===== config.mk =====
export PLATFORM = sky130hd
export DESIGN_NAME = phase_balance
export DESIGN_NICKNAME = d
export VERILOG_FILES = /design/src/rtl/phase_balance.sv
export SDC_FILE = /design/constraint.sdc
export NUM_CORES = 1
export LEC_CHECK = 0
export ABC_CLOCK_PERIOD_IN_PS = 42200
export BUFFER_PORTS_ARGS = -buffer_cell sky130_fd_sc_hd__buf_2
export CAP_MARGIN = 10
export CORE_UTILIZATION = 45
export CTS_BUF_LIST = sky130_fd_sc_hd__clkbuf_4
export CTS_CLUSTER_DIAMETER = 200
export DETAILED_ROUTE_END_ITERATION = 8
export HOLD_SLACK_MARGIN = 0.05
export SYNTH_ARGS = -nofsm -noshare
export SYNTH_HDL_FRONTEND = slang
export SYNTH_SLANG_ARGS = --single-unit

===== constraint.sdc =====
create_clock -name clk -period 42.2 [get_ports clk]
set_input_delay 4.22 -clock clk [delete_from_list [all_inputs] [get_ports clk]]
set_output_delay 4.22 -clock clk [all_outputs]
set_load 0.01 [all_outputs]

===== src/rtl/phase_balance.sv =====
`timescale 1ns/1ps
module phase_balance #(
  parameter int N  = 4,
  parameter int CW = 12,
  parameter int AW = 16
) (
  input  logic            clk,
  input  logic            rst_n,
  input  logic            sample_valid,
  input  logic [N-1:0]    rail_mask,
  input  logic [N*CW-1:0] cur_in,
  input  logic [AW-1:0]   ramp_thresh,
  input  logic [AW-1:0]   step,
  input  logic [CW-1:0]   deadband,
  input  logic [AW-1:0]   start_adj,
  output logic [N*AW-1:0] adj_out,
  output logic [N*AW-1:0] thresh_out
);
  localparam int IW = (N > 1) ? $clog2(N) : 1;
  localparam int SW = AW + IW + 1;
  localparam logic [AW-1:0] MAXV = {AW{1'b1}};

  logic [AW-1:0] adj_q [N];
  logic [AW-1:0] thr_q [N];
  logic [IW-1:0] hi_idx, lo_idx;
  logic [CW-1:0] hi_val, lo_val;
  logic          multi, go;
  logic [AW-1:0] give, room, amt;
  logic [SW-1:0] adj_sum;

  assign multi = $countones(rail_mask) >= 2;

  always_comb begin
    logic found;
    found  = 1'b0;
    hi_idx = '0;
    lo_idx = '0;
    hi_val = '0;
    lo_val = '0;
    for (int i = 0; i < N; i++) begin
      if (rail_mask[i]) begin
        if (!found) begin
          found  = 1'b1;
          hi_idx = IW'(i);
          lo_idx = IW'(i);
          hi_val = cur_in[i*CW +: CW];
          lo_val = cur_in[i*CW +: CW];
        end else begin
          if (cur_in[i*CW +: CW] > hi_val) begin
            hi_idx = IW'(i);
            hi_val = cur_in[i*CW +: CW];
          end
          if (cur_in[i*CW +: CW] < lo_val) begin
            lo_idx = IW'(i);
            lo_val = cur_in[i*CW +: CW];
          end
        end
      end
    end
  end

  assign give = (adj_q[hi_idx] < step) ? adj_q[hi_idx] : step;
  assign room = MAXV - adj_q[lo_idx];
  assign amt  = (give < room) ? give : room;
  assign go   = sample_valid && multi && (hi_val != lo_val) &&
                ((hi_val - lo_val) >= deadband);

  always_comb begin
    adj_sum = '0;
    for (int i = 0; i < N; i++) adj_sum = adj_sum + SW'(adj_q[i]);
  end

  for (genvar g = 0; g < N; g++) begin : g_ph
    logic [AW:0] raw;
    assign raw = {1'b0, ramp_thresh} + {1'b0, adj_q[g]};

    always_ff @(posedge clk) begin
      if (!rst_n) begin
        adj_q[g] <= start_adj;
      end else if (go && hi_idx == IW'(g)) begin
        adj_q[g] <= adj_q[g] - amt;
      end else if (go && lo_idx == IW'(g)) begin
        adj_q[g] <= adj_q[g] + amt;
      end
    end

    always_ff @(posedge clk) begin
      if (!rst_n)     thr_q[g] <= '0;
      else if (!multi) thr_q[g] <= ramp_thresh;
      else             thr_q[g] <= raw[AW] ? MAXV : raw[AW-1:0];
    end

    assign adj_out[g*AW +: AW]    = adj_q[g];
    assign thresh_out[g*AW +: AW] = thr_q[g];

    AST_OFF_HOLD: assert property (@(posedge clk) disable iff (!rst_n)
      !rail_mask[g] |=> $stable(adj_q[g]));
  end

  AST_SUM_KEPT: assert property (@(posedge clk) disable iff (!rst_n)
    $past(rst_n) |-> adj_sum == $past(adj_sum));
  AST_IDLE_HOLD: assert property (@(posedge clk) disable iff (!rst_n)
    !sample_valid |=> adj_out == $past(adj_out));
  AST_SINGLE_HOLD: assert property (@(posedge clk) disable iff (!rst_n)
    ($countones(rail_mask) < 2) |=> adj_out == $past(adj_out));
  AST_SINGLE_THR: assert property (@(posedge clk) disable iff (!rst_n)
    ($countones(rail_mask) < 2) |=> thresh_out == {N{$past(ramp_thresh)}});
endmodule


# Word-level counts from Yosys, hierarchy flattened
# Memories as Yosys holds them, arrays and structs flattened.
# Index checks and enable logic that the tools add are counted.
word_totals:
  input_bits: 115
  regBits: 0
  word_cells: 162
  memories: 2
  ram_bits: 128
  out_inout_bits: 128
memory_table:
  columns: ["name", "depth", "word_bits", "rd", "rd_clocked_by_memory_dff", "write_ports", "line_no", "rtl"]
  rows:
  - ["adj_q", 4, 16, 6, 0, 4, "23", "logic [AW-1:0] adj_q [N];"]
  - ["thr_q", 4, 16, 4, 0, 4, "24", "logic [AW-1:0] thr_q [N];"]
classes:
  muxes: 97
  order_cmp: 10
  n_eq_ne: 7
  bitwise_logic: 16
  n_reduce_logical: 13
  add_sub_neg: 17
ops:
  columns: ["cell", "n"]
  rows:
  - ["16-bit 2-to-1 mux", 22]
  - ["12-bit 2-to-1 mux", 19]
  - ["16-bit by 16-bit adder with 17-bit output", 4]
  - ["16-bit adder", 4]
  - ["16-bit subtractor", 4]
  - ["1-bit 2-to-1 mux", 44]
  - ["12-bit greater-than comparator", 3]
  - ["12-bit less-than comparator", 3]
  - ["16-bit less-than comparator", 2]
  - ["2-bit 2-to-1 mux", 12]
  - ["1-bit OR", 16]
  - ["16-bit subtractor (first input constant)", 1]
  - ["12-bit greater-or-equal comparator", 1]
  - ["12-bit inequality test", 1]
  - ["12-bit subtractor", 1]
  - ["1-bit logical AND", 11]
  - ["2-bit == test (second input constant)", 4]
  - ["1-bit by 1-bit adder with 2-bit output", 2]
  - ["2-bit by 1-bit == test with 1-bit output (second input constant)", 2]
  - ["2-bit zero test", 2]
  - ["2-bit by 2-bit adder with 3-bit output", 1]
  - ["3-bit by 2-bit greater-or-equal comparator with 1-bit output (second input constant)", 1]

# Logic depth before layout (Yosys ltp)
logic_depth:
  word_depth: 22
  depth_mapped: 88
  ltp_nobuf: 77

# Worst setup path before layout
# OpenSTA, ideal clock, no wires.
synth_path:
  path_type: "input-to-reg"
  startpoint: "in rail_mask[0]"
  endpoint: "mem adj_q[2][15], data pin"
  t_arrival_ps: 20152
  path_buffers: 11
  required_time_ps: 41936
  setup_slack_ps: 21784
  path_stages: 86
  setup_ps: 264
  path_cell_list: "clkbuf_1 -> clkbuf_1 -> nand2_1 -> ha_1 -> nand4_1 -> a2111oi_2 -> nor3_2 -> nor2_1 -> o21a_1 -> clkbuf_1 -> buf_1 -> a32oi_1 -> ha_1 -> nand4_1 -> a211oi_1 -> nand4_1 -> o31a_1 -> o21ai_2 -> (+50 left out) -> ha_1 -> a21o_1 -> a21oi_1 -> o21bai_1 -> a21oi_1 -> o21bai_1 -> a21oi_1 -> nor2b_1 -> a41oi_1 -> nor2b_1 -> o21a_1 -> o21ai_0 -> nand2b_1 -> a21oi_1 -> xnor2_1 -> xnor2_1 -> xnor2_1 -> o21ai_1"
synth_lines:
  columns: ["element", "line_no", "rtl"]
  rows:
  - ["start: declaration", "10", "input logic [N-1:0] rail_mask,"]
  - ["end: declaration", "23", null]

==> impl_metrics.yaml <==
timing:
  worstMarginPinSlew_ns: 1.190
  max_freq_mhz: 46.64
  fin_crit_ns: 21.44
  fin_setup_tns_ns: 0
  rsz0062_at_grt: "no"
  slew_violations: 0
  setup_viol: 0
  relSlewSlack_pct: 20.23
  post-route-period-util_pct: 50.81
  fin_skew_ns: 0.03559
  hold_violations: 0
synth:
  netlist_top_cells_count: "ha_1, a21oi_1, inv_1"
  synth.most_common_cell: "ha_1"
  synth_top_area_cell: "edfxtp_1"
  yosysUniqueCellTypes: 84
  synth_top_flop_cell: "edfxtp_1"
  ys_seq_area_share_pct: 21.70
  synthesis.instances: 2196
  ys_seq_elements: 128
  synth_area_um2: 17710
  synthArstFlopShare_pct: 0
  synth-edff-count: 128
  syn_avg_cell_area_um2: 8.065
  ys_warn_count: 0
  synth_top_area_share_pct: 21.70
  synth_area_leaders: "edfxtp_1, ha_1, a21oi_1"
floorplanning:
  start_util_pct: 45.72
  die_w_um: 200.4
  std_cell_rows: 72
  die_area_um2: 40150
  die_h_um: 200.4
  num_io_pins: 243
  core_region_area_um2: 38740
global_route:
  antenna_found_initial: 3
  grtUsageTotal_pct: 31.83
  grt_pass1_vias: 17200
  grt_pass1_wl_um: 99220
  grt_max_degree: 36
  grt-ovfl-total: 0
clock_tree:
  cts.sinks: 128
  numCtsBuffers: 17
  path_clk_slew_ns: 0.13
  worst_skew_pair.late_latency_ns: 0.66
  clockBufferDepth: 2
  cts_tree: "built"
  cts_root_buf: "clkbuf_4"
  ctsResizeCount: 0
  post-cts-setup-buffer-count: 0
  htree_num_levels: 4
  hold_buffers: 0
setup_path:
  critPathKind: "in -> reg"
  slowest_stage: "o31ai_4"
  crit_path_max_incr_delay_ns: 0.84
  worstPathArrival_ns: 21.82
  cp-start-kind: "input pin"
  cp_common_cell: "a21o_1"
  path_max_fanout: 35
  required_ns: 42.58
  crit_path_end_kind: "flop"
cells_and_area:
  layout-drive-gt1-share_pct: 14.80
  nets: 2883
  syn2layout_area_growth_pct: 13.66
  num-fill-cells: 3801
  fin_area_um2: 20130
drt:
  ant_nets: 0
  via_count: 18300
  wl_um: 64890
  post_drt_via_cell_ratio: 6.067
  dr.pass1.iters: 5
  drcViolationCount: 0
  drt_iter0_markers: 1719
  post_drt_wl_per_cell_um: 21.51
power_and_ir_drop:
  ir_worst_vdd_v: 0.00006940
  p_per_area_nw_per_um2: 95.18
  leakagePower_nw: 9.363
run:
  drv_cap: 0
min_path:
  min_path_type: "reg -> reg"
outcome:
  outcome: "complete, no violations"
placement:
  port_buffers: 242
  gp_congestion: 0.9759
  dpl_cell_area_um2: 19850
  dp_hpwl_um: 53430
[through the flow]
| stage | hold WS, ns | util [%] | setup WS, ns | power (mW) | cells |
|---|---|---|---|---|---|
| after floorplan | 0.8122 | - | 21.78 | 1.387 | 2259 |
| after global placement | 0.9844 | 51.24 | 21.03 | 1.761 | 2979 |
| after detailed placement | 0.9766 | 51.24 | 20.48 | 1.783 | 2979 |
| after CTS | 1.014 | 51.93 | 21.12 | 1.882 | 3011 |
| after global routing | 1.022 | 51.95 | 19.33 | 2.092 | 3015 |
| final | 1.012 | 51.96 | 20.76 | 1.916 | 3017 |
[cell families (layout without fill, tap and decap cells)]
group / after synthesis / count (layout) / synth area share [%]
compound gates: 818 / 818 / 30.08
simple gates: 544 / 544 / 14.07
xor+xnor: 102 / 102 / 5.087
mux: 42 / 42 / 2.466
buf+inv: 273 / 507 / 5.807
fa+ha+maj: 288 / 288 / 20.77
flops: 128 / 128 / 21.70
other cells: 1 / 70 / 0.02117
[power by group]
part	switching (mW)	total, mW	internal [mW]
registers	0.0663	0.254	0.187
clock network	0.0577	0.0871	0.0294
logic	0.940	1.58	0.635
[worst paths after layout]
path | from | end | slack [ns] | depth (start not counted)
worst min register to register | adj_q[2][0] | adj_q[2][0] | 1.01 | 2
worst max register to register | adj_q[0][9] | adj_q[2][15] | 31.20 | 52
worst min-delay path | adj_q[2][0] | adj_q[2][0] | 1.01 | 2
worst max-delay path | rail_mask[0] | adj_q[2][15] | 20.76 | 76
[routing by layer]
layer  vias to the layer above  wire, um  GRT usage (%)
met3                        92      5523          4.572
met5                         -         0              0
li1                       8662         -              -
met4                         0      1446          9.242
met1                      8669     30540          46.69
met2                       880     27380          48.13
[cell type report]
type | count | area (um^2) | area share [%]
repair buffers | 279 | 1489 | 7.397
diodes | 6 | 15.01 | 0.07459
multi-input cells | 1858 | 13130 | 65.25
flip-flops and latches | 128 | 3844 | 19.10
clock buffers | 17 | 127.6 | 0.6340
well taps | 518 | 648.1 | 3.220
clock inverters | 15 | 136.4 | 0.6775
inverters | 196 | 735.7 | 3.655
[critical path, delay by kind of cell]
| kind | cells | cell delay, ns |
|---|---|---|
| compound gates | 40 | 9.48 |
| xor+xnor | 3 | 0.44 |
| fa+ha+maj | 7 | 2.28 |
| buf+inv | 4 | 1.01 |
| mux | 2 | 1.13 |
| simple gates | 20 | 3.18 |
[sequential cells by signal, indices dropped and copies added, names as in the netlist]
name,flops
thr_q,64
adj_q,64
[placed cells by master (no fill, tap or decap), types with 11 or more instances in the layout]
cell | synthesis | layout
o211ai_1 | 11 | 11
a32oi_1 | 18 | 18
a31oi_1 | 13 | 13
buf_2 | 3 | 242
xor2_1 | 28 | 28
a221oi_1 | 11 | 11
clkbuf_4 | 0 | 17
conb_1 | 1 | 64
o21bai_1 | 29 | 28
nor3_1 | 38 | 34
o22ai_1 | 23 | 23
nor2b_1 | 18 | 17
o221ai_1 | 18 | 18
edfxtp_1 | 128 | 128
mux2i_1 | 34 | 34
nor2_1 | 177 | 177
o21ai_0 | 190 | 187
nand3_1 | 30 | 30
nand2b_1 | 27 | 27
a21o_1 | 68 | 68
o21a_1 | 34 | 34
a221o_1 | 20 | 20
nand4_1 | 20 | 20
inv_1 | 194 | 194
or3_1 | 13 | 13
xnor2_1 | 73 | 73
buf_4 | 0 | 37
a21oi_1 | 248 | 247
o221a_2 | 17 | 17
ha_1 | 278 | 278
nand2_1 | 173 | 173
a22o_1 | 15 | 15
No activity file was read; power rests on OpenSTA's default activity.
